$ cat config.mk
export PLATFORM = sky130hd
export DESIGN_NAME = trap_entry_ctrl
export DESIGN_NICKNAME = d
export VERILOG_FILES = /design/src/rtl/trap_pkg.sv /design/src/rtl/trap_target_sel.sv /design/src/rtl/trap_status_upd.sv /design/src/rtl/trap_state_regs.sv /design/src/rtl/trap_entry_ctrl.sv
export SDC_FILE = /design/constraint.sdc
export NUM_CORES = 1
export LEC_CHECK = 0
export ABC_AREA = 0
export BUFFER_PORTS_ARGS = -buffer_cell sky130_fd_sc_hd__clkbuf_2
export CAP_MARGIN = 20
export CORE_AREA = 2 2 253 255
export DETAILED_ROUTE_END_ITERATION = 6
export DIE_AREA = 0 0 255 257
export GPL_TIMING_DRIVEN = 0
export PLACE_DENSITY = 0.74
export SETUP_SLACK_MARGIN = 0.15
export SLEW_MARGIN = 30
export SYNTH_ARGS = -nofsm -noshare
export SYNTH_HDL_FRONTEND = slang
export SYNTH_SLANG_ARGS = --single-unit
$ cat constraint.sdc
create_clock -name clk -period 27.3 [get_ports clk]
set_clock_uncertainty 0.05 [all_clocks]
set_input_delay 5.46 -clock clk [delete_from_list [all_inputs] [get_ports clk]]
set_output_delay 5.46 -clock clk [all_outputs]
set_load 0.01 [all_outputs]
$ cat src/rtl/trap_pkg.sv
package trap_pkg;

  typedef enum logic [1:0] {
    PRIV_U    = 2'd0,
    PRIV_S    = 2'd1,
    PRIV_RSVD = 2'd2,
    PRIV_M    = 2'd3
  } priv_e;

  typedef enum logic [2:0] {
    WSEL_MDELEG = 3'd0,
    WSEL_SDELEG = 3'd1,
    WSEL_MVEC   = 3'd2,
    WSEL_SVEC   = 3'd3,
    WSEL_UVEC   = 3'd4,
    WSEL_STATUS = 3'd5,
    WSEL_PRIV   = 3'd6,
    WSEL_NONE   = 3'd7
  } wsel_e;

  // status word bit positions
  localparam int ST_UIE    = 0;
  localparam int ST_SIE    = 1;
  localparam int ST_MIE    = 3;
  localparam int ST_UPIE   = 4;
  localparam int ST_SPIE   = 5;
  localparam int ST_MPIE   = 7;
  localparam int ST_SPP    = 8;
  localparam int ST_MPP_LO = 11;

  localparam int NLVL = 3;

  // storage slot for a privilege level: user 0, supervisor 1, machine 2
  function automatic int unsigned lvl_slot(priv_e p);
    case (p)
      PRIV_U:  return 0;
      PRIV_S:  return 1;
      default: return 2;
    endcase
  endfunction

  function automatic wsel_e vec_wsel(int unsigned slot);
    case (slot)
      0:       return WSEL_UVEC;
      1:       return WSEL_SVEC;
      default: return WSEL_MVEC;
    endcase
  endfunction

  // two-stage delegation: machine -> supervisor, then supervisor -> user
  function automatic priv_e pick_target(priv_e cur, logic m_bit, logic s_bit);
    priv_e t;
    t = PRIV_M;
    if (cur != PRIV_M && m_bit) t = PRIV_S;
    if (cur == PRIV_U && s_bit) t = PRIV_U;
    return t;
  endfunction

endpackage

$ cat src/rtl/trap_target_sel.sv
module trap_target_sel
  import trap_pkg::*;
#(
  parameter int XLEN   = 64,
  parameter int CODE_W = 6
) (
  input  priv_e             cur_priv,
  input  logic [CODE_W-1:0] code,
  input  logic [XLEN-1:0]   mdeleg,
  input  logic [XLEN-1:0]   sdeleg,
  output priv_e             tgt_priv,
  output logic              m_hit,
  output logic              s_hit
);

  always_comb begin
    m_hit    = mdeleg[code];
    s_hit    = sdeleg[code];
    tgt_priv = pick_target(cur_priv, m_hit, s_hit);
  end

endmodule

$ cat src/rtl/trap_status_upd.sv
module trap_status_upd
  import trap_pkg::*;
#(
  parameter int XLEN = 64
) (
  input  logic [XLEN-1:0] st_old,
  input  priv_e           prior,
  input  priv_e           tgt,
  output logic [XLEN-1:0] st_new
);

  always_comb begin
    st_new = st_old;
    case (tgt)
      PRIV_M: begin
        st_new[ST_MPP_LO +: 2] = prior;
        st_new[ST_MPIE]        = st_old[ST_MIE];
        st_new[ST_MIE]         = 1'b0;
      end
      PRIV_S: begin
        st_new[ST_SPP]  = prior[0];
        st_new[ST_SPIE] = st_old[ST_SIE];
        st_new[ST_SIE]  = 1'b0;
      end
      PRIV_U: begin
        st_new[ST_UPIE] = st_old[ST_UIE];
        st_new[ST_UIE]  = 1'b0;
      end
      default: ;
    endcase
  end

endmodule

$ cat src/rtl/trap_state_regs.sv
module trap_state_regs
  import trap_pkg::*;
#(
  parameter int XLEN = 64
) (
  input  logic            clk,
  input  logic            rst_n,
  input  logic            accept,
  input  priv_e           tgt_priv,
  input  logic [XLEN-1:0] status_next,
  input  logic [XLEN-1:0] cause_val,
  input  logic [XLEN-1:0] trap_pc,
  input  logic            csr_wr_en,
  input  logic [2:0]      csr_wr_sel,
  input  logic [XLEN-1:0] csr_wr_data,
  output priv_e           priv_q,
  output logic [XLEN-1:0] status_q,
  output logic [XLEN-1:0] mdeleg_q,
  output logic [XLEN-1:0] sdeleg_q,
  output logic [XLEN-1:0] cause_q [NLVL],
  output logic [XLEN-1:0] epc_q   [NLVL],
  output logic            redirect_valid,
  output logic [XLEN-1:0] redirect_pc
);

  logic [XLEN-1:0] tvec_q [NLVL];
  logic            csr_go;
  int unsigned     tgt_slot;
  logic [XLEN-1:0] vec_sel;

  assign csr_go   = csr_wr_en && !accept;
  assign tgt_slot = lvl_slot(tgt_priv);
  assign vec_sel  = tvec_q[tgt_slot];

  genvar g;
  generate
    for (g = 0; g < NLVL; g++) begin : g_lvl
      always_ff @(posedge clk) begin
        if (!rst_n) begin
          cause_q[g] <= '0;
          epc_q[g]   <= '0;
          tvec_q[g]  <= '0;
        end else begin
          if (accept && tgt_slot == g) begin
            cause_q[g] <= cause_val;
            epc_q[g]   <= trap_pc;
          end
          if (csr_go && csr_wr_sel == vec_wsel(g)) tvec_q[g] <= csr_wr_data;
        end
      end
    end
  endgenerate

  always_ff @(posedge clk) begin
    if (!rst_n) begin
      priv_q         <= PRIV_M;
      status_q       <= '0;
      mdeleg_q       <= '0;
      sdeleg_q       <= '0;
      redirect_valid <= 1'b0;
      redirect_pc    <= '0;
    end else begin
      redirect_valid <= accept;
      if (accept) begin
        priv_q      <= tgt_priv;
        status_q    <= status_next;
        redirect_pc <= {vec_sel[XLEN-1:2], 2'b00};
      end else if (csr_go) begin
        case (wsel_e'(csr_wr_sel))
          WSEL_MDELEG: mdeleg_q <= csr_wr_data;
          WSEL_SDELEG: sdeleg_q <= csr_wr_data;
          WSEL_STATUS: status_q <= csr_wr_data;
          WSEL_PRIV:
            if (csr_wr_data[1:0] != 2'd2) priv_q <= priv_e'(csr_wr_data[1:0]);
          default: ;
        endcase
      end
    end
  end

  AST_PULSE_ONE: assert property (@(posedge clk) disable iff (!rst_n)
    redirect_valid |=> !redirect_valid);
  AST_PC_ALIGNED: assert property (@(posedge clk) disable iff (!rst_n)
    redirect_valid |-> redirect_pc[1:0] == 2'b00);
  AST_PRIV_LEGAL: assert property (@(posedge clk) disable iff (!rst_n)
    priv_q != PRIV_RSVD);
  AST_EPC_CAPTURED: assert property (@(posedge clk) disable iff (!rst_n)
    accept |=> epc_q[lvl_slot(priv_q)] == $past(trap_pc));
  AST_MIE_CLEARED: assert property (@(posedge clk) disable iff (!rst_n)
    (redirect_valid && priv_q == PRIV_M) |-> !status_q[ST_MIE]);

endmodule

$ cat src/rtl/trap_entry_ctrl.sv
module trap_entry_ctrl
  import trap_pkg::*;
#(
  parameter int XLEN   = 64,
  parameter int CODE_W = 6
) (
  input  logic              clk,
  input  logic              rst_n,
  input  logic              trap_req,
  output logic              trap_ready,
  input  logic [CODE_W-1:0] trap_code,
  input  logic              trap_is_irq,
  input  logic [XLEN-1:0]   trap_pc,
  input  logic              csr_wr_en,
  input  logic [2:0]        csr_wr_sel,
  input  logic [XLEN-1:0]   csr_wr_data,
  output logic [1:0]        cur_priv,
  output logic [XLEN-1:0]   status,
  output logic [XLEN-1:0]   mcause,
  output logic [XLEN-1:0]   scause,
  output logic [XLEN-1:0]   ucause,
  output logic [XLEN-1:0]   mepc,
  output logic [XLEN-1:0]   sepc,
  output logic [XLEN-1:0]   uepc,
  output logic              redirect_valid,
  output logic [XLEN-1:0]   redirect_pc
);

  localparam int PAD_W = XLEN - 1 - CODE_W;

  priv_e           priv_q;
  priv_e           tgt_priv;
  logic            m_hit, s_hit;
  logic            accept;
  logic [XLEN-1:0] status_q, status_next, cause_val;
  logic [XLEN-1:0] mdeleg_q, sdeleg_q;
  logic [XLEN-1:0] cause_q [NLVL];
  logic [XLEN-1:0] epc_q   [NLVL];

  assign trap_ready = !redirect_valid;
  assign accept     = trap_req && trap_ready;
  assign cause_val  = {trap_is_irq, {PAD_W{1'b0}}, trap_code};

  trap_target_sel #(.XLEN(XLEN), .CODE_W(CODE_W)) u_sel (
    .cur_priv (priv_q),
    .code     (trap_code),
    .mdeleg   (mdeleg_q),
    .sdeleg   (sdeleg_q),
    .tgt_priv (tgt_priv),
    .m_hit    (m_hit),
    .s_hit    (s_hit)
  );

  trap_status_upd #(.XLEN(XLEN)) u_st (
    .st_old (status_q),
    .prior  (priv_q),
    .tgt    (tgt_priv),
    .st_new (status_next)
  );

  trap_state_regs #(.XLEN(XLEN)) u_regs (
    .clk            (clk),
    .rst_n          (rst_n),
    .accept         (accept),
    .tgt_priv       (tgt_priv),
    .status_next    (status_next),
    .cause_val      (cause_val),
    .trap_pc        (trap_pc),
    .csr_wr_en      (csr_wr_en),
    .csr_wr_sel     (csr_wr_sel),
    .csr_wr_data    (csr_wr_data),
    .priv_q         (priv_q),
    .status_q       (status_q),
    .mdeleg_q       (mdeleg_q),
    .sdeleg_q       (sdeleg_q),
    .cause_q        (cause_q),
    .epc_q          (epc_q),
    .redirect_valid (redirect_valid),
    .redirect_pc    (redirect_pc)
  );

  assign cur_priv = priv_q;
  assign status   = status_q;
  assign ucause   = cause_q[0];
  assign scause   = cause_q[1];
  assign mcause   = cause_q[2];
  assign uepc     = epc_q[0];
  assign sepc     = epc_q[1];
  assign mepc     = epc_q[2];

  AST_NO_LOWERING: assert property (@(posedge clk) disable iff (!rst_n)
    trap_req |-> tgt_priv >= priv_q);
  AST_UDELEG_WINS: assert property (@(posedge clk) disable iff (!rst_n)
    (trap_req && priv_q == PRIV_U && s_hit) |-> tgt_priv == PRIV_U);
  AST_MDELEG_S: assert property (@(posedge clk) disable iff (!rst_n)
    (trap_req && priv_q == PRIV_S && m_hit) |-> tgt_priv == PRIV_S);
  AST_PENDING_DROP: assert property (@(posedge clk) disable iff (!rst_n)
    (redirect_valid && trap_req && !csr_wr_en) |=>
      ($stable(status_q) && $stable(priv_q) && !redirect_valid));

endmodule

==> impl_results.md, run 1 <==
* Mean routed wirelength per cell at between 20 and 25 um
* Number of clock sinks seen by CTS at 656
* Vias/cell at 5.15
* Cell count after synthesis at 2,903
* Relative max-transition margin at just under 30%
* Worst setup path category: primary input to flip-flop
* Aggregate routed wire length at between 90,000 and 100,000 um
* Hold path startpoint: u_regs.cause_q[2]
* Number of filler cells placed in the layout at ~5,700
* Num CTS Buffers at approximately 70
* Total leakage power at ~14 nW
* Combined area of all synthesized cells at 0.0277 sq mm
* Hold WC Path Type: flip-flop to flip-flop
* Clock tree from TritonCTS: done
* Switching Power at about 0.00055 W
* Worst reg-to-reg path cell count at 10
* Rows at slightly above 90
* Data arrival time of the critical path at 9.62 ns
* Maximum buffer depth of the clock tree at 3
* Worst Path Required at between 20 and 30 ns
* YS warnings at 0
* Power Dens Cells at about 64 mW/mm^2
* Initial Util at around 44%
* GR Overflow Total at 0
* Category of the worst setup path capture point: flip-flop
* Combined global-route utilization of all metal layers at ~27%
* Dominant delay contributor by cell family on the critical path: buffers and inverters
* Number of global-route vias before repair at 21,200
* R2R Path Start: u_regs.mdeleg_q[30]
* Top achievable clock speed at about 110 MHz
* Timing startpoint of the critical path: trap_code[1]
* Maximum number of pins on one net before global-route repair at 46
* Final critical delay including setup and external delays at between 9 and 10 ns
* Met2 track demand over resource in global routing at a little over two fifths
* Antenna violations before repair at 6
* Area enclosed by the die boundary at between 0.06 and 0.07 sq mm
* Part of the total power dissipated in combinational logic at under 10%
* Worst Hold Depth at 2
* CTS H-tree lvls at 3
* Final Hold Fails at 0
* Clk pwr share at 43.7%
* Core outline area at ~0.063 sq mm
* Post-cts repair resize count at 0
* Number of routed nets with antenna violations at 0
* GR Util met1 at around 37%
* Number of instances in the placed design at around 4,400
* Layout overhead on the synthesized area at 23.9%
* Share of the yosys chip area belonging to registers at 54.1%
* Cell repeated most along the worst path: sky130_fd_sc_hd__buf_2
* Sequential cell fraction of total power at a little under half
* Final routed DRC violation total at 0
* Cell at the root of the clock tree: sky130_fd_sc_hd__clkbuf_16
* Run status: finished, final reports clean
* Slowest Stage Delay on Critical Path at approximately 0.63 ns
* Die extent in x at 255 um
* Max-cap violations at 0
* Switching portion of total power at between 20% and 30%
* Wire length of the first global-routing pass at between 100,000 and 150,000 um
* Gpl congestion at 0.913
* Worst IR drop on VDD at approximately 66 uV
* Hold bufs inserted after CTS at 0
* FF-to-FF setup slack at 23.54 ns
* Post-Syn Area per Cell at between 9 and 10 sq um
* Height of the die at between 200 and 300 um
* RSZ-0062 raised after global routing: no
* Prevailing post-synth register cell: sky130_fd_sc_hd__dfxtp_1
* Slew at the pin with the worst max-slew slack at about 1.1 ns
* CP Buf/Inv Count at 5
* Worst hold path endpoint: u_regs.cause_q[2]
* Total half-perimeter wirelength after legalization and detailed placement at 68,200 um
* Fin crit share at ~34%
* Post-CTS Setup Repair Bufs at 0
* Cell type of the slowest stage on the worst timing path: sky130_fd_sc_hd__a41oi_1
* Total setup violations reported at the end of the flow at 0
* Clock-pin slew on the worst setup and hold paths at around 0.060 ns
* Fraction of final layout cells sized beyond drive strength 1 at 22.8%
* Number of different library cells in the post-synthesis netlist at 42
* Number of max-slew violations in the final report at 0
* Total vias in the final route at 23,400
* Max Fanout on Critical Path at 10
* Drt first pass iters at 5
* Top Ports at roughly 660
* Clock network latency to the later pin of the worst-skew pair at roughly 0.62 ns
* Setup crit start kind: primary input
* Async SR Flop Fraction at 0%
* R2R Path End: u_regs.redirect_pc[51]
* Number of DRC markers in iteration 0 at about 2,100
* Busiest metal layer after global routing: met2
* Met3 routing resource usage after global routing at slightly above 5%
* List of cells traversed by the critical path: buf_6 > buf_2 > buf_2 > nor2_1 > a211oi_1 > and3_1 > a31oi_1 > a41oi_1 > buf_2 > nand2_1 > buf_2 > a221oi_1 > o21ai_0
* Number of standard cells in the final layout excluding fillers at 4,550
* Post-synthesis register bit count at approximately 660
* PortBufs at 478
* Setup TNS at 0 ns
* Int Power at about 0.0017 W
* Post-route core utilization at a little over half
* Layout Nets at 3,786
* Count of flip-flops with a built-in enable after synthesis at ~190
-- how the worst max path moves through the flow --
stage	slack, ns	cells past startpoint	to
4_1_cts	18.29	13	u_regs.redirect_pc[49]
3_3_place_gp	10.09	4	u_regs.tvec_q[2][18]
3_5_place_dp	17.63	13	u_regs.redirect_pc[11]
5_1_grt	17.94	13	u_regs.redirect_pc[49]
2_1_floorplan	14.47	3	u_regs.tvec_q[2][10]
6_report	18.11	13	u_regs.redirect_pc[51]
-- registers in the layout, indices dropped and copies added (netlist names) --
name / count
u_regs.redirect_pc: 62
u_regs.status_q: 64
u_regs.sdeleg_q: 64
u_regs.cause_q: 21
u_regs.tvec_q: 186
u_regs.priv_q: 2
u_regs.epc_q: 192
u_regs.redirect_valid: 1
u_regs.mdeleg_q: 64
-- power groups by stage --
| stage | clock network (W) | logic, W | registers [W] |
|---|---|---|---|
| 2_1_floorplan | 0 | 0.000104 | 0.00107 |
| 3_3_place_gp | 0 | 0.000190 | 0.00107 |
| 3_5_place_dp | 0 | 0.000194 | 0.00106 |
| 4_1_cts | 0.000976 | 0.000195 | 0.00104 |
| 5_1_grt | 0.00101 | 0.000213 | 0.00105 |
| 6_report | 0.000964 | 0.000197 | 0.00104 |
-- routing by layer --
| layer | part of all wire [%] | vias to the layer above | wire [um] |
|---|---|---|---|
| met2 | 46 | 1044 | 42500 |
| met1 | 42 | 11300 | 38500 |
| met3 | 8.6 | 181 | 7950 |
| met5 | 0.042 | - | 39 |
| met4 | 3.6 | 6 | 3330 |
| li1 | - | 10900 | - |
-- cells in the mapped netlist, types with 2 or more instances --
cell | instances | share of area, %
sky130_fd_sc_hd__buf_4 | 176 | 4.8
sky130_fd_sc_hd__buf_1 | 11 | 0.15
sky130_fd_sc_hd__nand2b_1 | 5 | 0.11
sky130_fd_sc_hd__inv_1 | 2 | 0.027
sky130_fd_sc_hd__and2_1 | 250 | 5.6
sky130_fd_sc_hd__nand3b_1 | 2 | 0.054
sky130_fd_sc_hd__o21ai_0 | 125 | 2.3
sky130_fd_sc_hd__nand4_1 | 2 | 0.045
sky130_fd_sc_hd__a22oi_1 | 9 | 0.24
sky130_fd_sc_hd__nor2b_1 | 6 | 0.14
sky130_fd_sc_hd__edfxtp_1 | 186 | 20
sky130_fd_sc_hd__clkbuf_1 | 176 | 2.4
sky130_fd_sc_hd__dfxtp_1 | 470 | 34
sky130_fd_sc_hd__a221oi_1 | 61 | 1.9
sky130_fd_sc_hd__a31oi_1 | 3 | 0.068
sky130_fd_sc_hd__and3_1 | 6 | 0.14
sky130_fd_sc_hd__a32oi_1 | 2 | 0.063
sky130_fd_sc_hd__buf_2 | 24 | 0.43
sky130_fd_sc_hd__o211ai_1 | 2 | 0.054
sky130_fd_sc_hd__a21oi_1 | 6 | 0.11
sky130_fd_sc_hd__mux4_2 | 25 | 2.0
sky130_fd_sc_hd__or3_1 | 3 | 0.068
sky130_fd_sc_hd__buf_6 | 8 | 0.33
sky130_fd_sc_hd__a21boi_0 | 334 | 9.1
sky130_fd_sc_hd__mux2i_1 | 25 | 0.90
sky130_fd_sc_hd__nand2_1 | 814 | 11
sky130_fd_sc_hd__nor3_1 | 2 | 0.036
sky130_fd_sc_hd__nand3_1 | 76 | 1.4
sky130_fd_sc_hd__a21boi_1 | 71 | 1.9
sky130_fd_sc_hd__nor2_1 | 9 | 0.12
-- stage by stage --
step           hold WS, ns  instance area, sq um  power [W]  worst slack (ns)
4_1_cts              0.403                 34300    0.00221             18.29
3_5_place_dp         0.395                 32000    0.00126             17.63
6_report             0.402                 34300    0.00221             18.11
5_1_grt              0.422                 34300    0.00227             17.94
3_3_place_gp         0.391                 31800    0.00126             10.09
2_1_floorplan        0.390                 28300    0.00117             14.47
-- layout by cell type, fill, tap and decap left out, types with 3 or more instances in the layout --
master	instances
sky130_fd_sc_hd__buf_1	11
sky130_fd_sc_hd__or3_1	3
sky130_fd_sc_hd__clkbuf_8	5
sky130_fd_sc_hd__a221oi_1	61
sky130_fd_sc_hd__nor2b_1	6
sky130_fd_sc_hd__a21boi_1	71
sky130_fd_sc_hd__clkinv_2	8
sky130_fd_sc_hd__edfxtp_1	186
sky130_fd_sc_hd__clkinv_1	10
sky130_fd_sc_hd__dfxtp_1	470
sky130_fd_sc_hd__a31oi_1	3
sky130_fd_sc_hd__o21ai_0	125
sky130_fd_sc_hd__clkbuf_16	73
sky130_fd_sc_hd__bufinv_16	5
sky130_fd_sc_hd__nand2b_1	5
sky130_fd_sc_hd__nor2_1	7
sky130_fd_sc_hd__clkbuf_1	188
sky130_fd_sc_hd__a21boi_0	334
sky130_fd_sc_hd__buf_6	10
sky130_fd_sc_hd__nand3_1	76
sky130_fd_sc_hd__nand2_1	812
sky130_fd_sc_hd__mux4_2	25
sky130_fd_sc_hd__a22oi_1	9
sky130_fd_sc_hd__a21oi_1	6
sky130_fd_sc_hd__buf_4	181
sky130_fd_sc_hd__conb_1	173
sky130_fd_sc_hd__and3_1	6
sky130_fd_sc_hd__and2_1	250
sky130_fd_sc_hd__clkbuf_2	484
sky130_fd_sc_hd__mux2i_1	25
sky130_fd_sc_hd__diode_2	5
sky130_fd_sc_hd__buf_2	32
-- worst min-delay path: stages, from the launching register on --
cell and delay [ns]:
sky130_fd_sc_hd__dfxtp_1 0.31, sky130_fd_sc_hd__nand2_1 0.05, sky130_fd_sc_hd__a21boi_1 0.05
-- final cells by class --
cell class                 count  area [sq um]  share of cell area [%]
sequential                   656         15000                    43.7
multi-input combinational   2022         11100                    32.5
timing repair buffer         496          2550                    7.44
buffer                       395          2240                    6.53
clock buffer                  96          1960                    5.72
tap                          846          1060                    3.08
clock inverter                32           353                    1.03
antenna                        5          12.5                  0.0364
inverter                       2          7.51                  0.0219
-- kinds of logic (layout without fill, tap and decap cells) --
logic type,after synthesis,after routing,share of synthesized area [%]
AO/OA/AOI/OAI,620,620,16.0
flip-flops,656,656,54.1
AND/OR/NAND/NOR,1178,1178,18.8
multiplexers,51,51,2.98
buffers and inverters,397,1021,8.09
other,1,178,0.0135
No activity file was read; power rests on OpenSTA's default activity.
==> run 2: changes to the inputs <==
==> constraint.sdc (replaced) <==
create_clock -name clk -period 8.85 [get_ports clk]
set_clock_uncertainty 0.05 [all_clocks]
set_input_delay 1.77 -clock clk [delete_from_list [all_inputs] [get_ports clk]]
set_output_delay 1.77 -clock clk [all_outputs]
set_load 0.01 [all_outputs]
==> impl_results.md, run 2 (synthesis results as in run 1) <==
* Run status: finished, final reports clean
* Top achievable clock speed at roughly 180 MHz
* Reg with most FFs: u_regs.epc_q
* Gpl congestion at roughly 0.9
* Number of DRC markers in iteration 0 at a little under 2,000
* Mean routed wirelength per cell at 20.1 um
* Antenna violations before repair at 10
* FF-to-FF setup slack at 5.03 ns
* Data arrival time of the critical path at 5.92 ns
* Commonest cells after routing, fill and taps aside: 812 x sky130_fd_sc_hd__nand2_1, 486 x sky130_fd_sc_hd__clkbuf_2, 470 x sky130_fd_sc_hd__dfxtp_1
* Maximum buffer depth of the clock tree at 3
* Setup TNS at 0 ns
* Worst setup path category: primary input to flip-flop
* Clock tree from TritonCTS: done
* Worst IR drop on VDD at approximately 130 uV
* Rows at 92
* Total leakage power at 13.9 nW
* Cell at the root of the clock tree: sky130_fd_sc_hd__clkbuf_16
* Vias/cell at around 5.1
* Number of standard cells in the final layout excluding fillers at between 4,000 and 5,000
* List of cells traversed by the critical path: buf_6 > buf_2 > buf_2 > nor2_1 > a211oi_1 > and3_1 > a31oi_1 > a41oi_1 > buf_2 > nand2_1 > buf_2 > a221oi_1 > o21ai_0
* Layout overhead on the synthesized area at 24.2%
* Total half-perimeter wirelength after legalization and detailed placement at just under 70,000 um
* Post-route core utilization at 54.8%
* Max reg flops at between 150 and 200
* Max Fanout on Critical Path at 10
* Number of instances in the placed design at roughly 4,400
* Number of clock sinks seen by CTS at between 600 and 700
* Max-cap violations at 0
* Maximum number of pins on one net before global-route repair at a little under 50
* Final critical delay including setup and external delays at 5.50 ns
* Total setup violations reported at the end of the flow at 0
* Power Dens Cells at a little under 200 mW/mm^2
* Height of the die at 257 um
* Slowest Stage Delay on Critical Path at approximately 0.62 ns
* Most common cell after layout, fill and taps aside: sky130_fd_sc_hd__nand2_1
* Final routed DRC violation total at 0
* PortBufs at ~480
* Fin crit share at between 60% and 70%
* Fraction of final layout cells sized beyond drive strength 1 at 22.9%
* Category of the worst setup path capture point: flip-flop
* Worst reg-to-reg path cell count at 10
* Cell type of the slowest stage on the worst timing path: sky130_fd_sc_hd__a41oi_1
* Hold bufs inserted after CTS at 0
* Layout Nets at ~3,800
* Setup crit start kind: primary input
* Num CTS Buffers at 71
* Total vias in the final route at around 23,000
* Number of routed nets with antenna violations at 0
* Number of filler cells placed in the layout at ~5,700
* Post-CTS Setup Repair Bufs at 0
* Drt first pass iters at 5
* Registers with the most flip-flops: u_regs.epc_q: 192 flops, u_regs.tvec_q: 186 flops
* Clock network latency to the later pin of the worst-skew pair at 0.62 ns
* Hold WC Path Type: flip-flop to flip-flop
* Aggregate routed wire length at around 92,000 um
* Initial Util at 44.2%
* Relative max-transition margin at between 30% and 40%
* Slew at the pin with the worst max-slew slack at about 0.98 ns
* CTS H-tree lvls at 3
* Core outline area at 0.0627 sq mm
* Post-cts repair resize count at 0
* Clock-pin slew on the worst setup and hold paths at 0.06 ns
* RSZ-0062 raised after global routing: no
* Final Hold Fails at 0
* Die extent in x at 255 um
* Wire length of the first global-routing pass at between 100,000 and 150,000 um
* Number of max-slew violations in the final report at 0
* Worst Hold Depth at 2
* Cell repeated most along the worst path: sky130_fd_sc_hd__buf_2
* Number of global-route vias before repair at ~21,000
* Top Ports at roughly 660
* GR Overflow Total at 0
* Worst Path Required at 9.27 ns
* Area enclosed by the die boundary at 0.0655 sq mm
* Combined global-route utilization of all metal layers at 27.1%
-- run 2: cell count changes in the layout (fill, tap and decap cells not counted), sizes merged --
cell	before	now
buf	237	231
bufinv	5	3
clkbuf	750	758
clkinv	23	20
diode	5	8
inv	5	4
-- run 2: metal layers --
metal	track usage (%)	vias to the layer above	share of wire (%)
met5	0	-	0.026
met4	12.7	4	4.3
met3	6.73	203	9.0
met2	42.3	1033	46
met1	35.4	11000	41
li1	-	10900	-
-- run 2: stage by stage --
stage                     setup WS (ns)  area (sq um)  total power [W]  hold slack, ns
final                              3.35         34400          0.00684           0.399
after global routing               3.21         34400          0.00705           0.417
after global placement            0.165         31800          0.00387           0.390
after detailed placement           2.85         32000          0.00388           0.394
after CTS                          3.47         34400          0.00687           0.402
after floorplan                    2.69         28400          0.00362           0.390
-- run 2: layout make-up --
cell class / instances / area [sq um] / share of cell area [%]
Antenna cell: 8 / 20.0 / 0.0582
Buffer: 395 / 2240 / 6.52
Clock buffer: 104 / 2120 / 6.15
Clock inverter: 26 / 267 / 0.775
Inverter: 2 / 7.51 / 0.0218
Multi-Input combinational cell: 2022 / 11200 / 32.4
Sequential cell: 656 / 15000 / 43.6
Tap cell: 846 / 1060 / 3.08
Timing Repair Buffer: 490 / 2530 / 7.36
-- run 2: worst paths after layout --
check / from / endpoint
worst max register to register: u_regs.mdeleg_q[62] / u_regs.redirect_pc[53]
worst min-delay path: u_regs.epc_q[4] / u_regs.epc_q[4]
worst max-delay path: trap_code[1] / u_regs.redirect_pc[53]
worst min register to register: u_regs.epc_q[4] / u_regs.epc_q[4]
-- run 2: critical path: cells and delay by family --
kind                   cells  cell delay (ns)
AND/OR/NAND/NOR            3             0.85
AO/OA/AOI/OAI              5             1.51
buffers and inverters      5             1.77
-- run 2: power by group --
group	internal [W]	total, W	switching, W
registers	0.00318	0.00322	0.0000410
logic	0.000220	0.000607	0.000387
clock network	0.00176	0.00302	0.00125
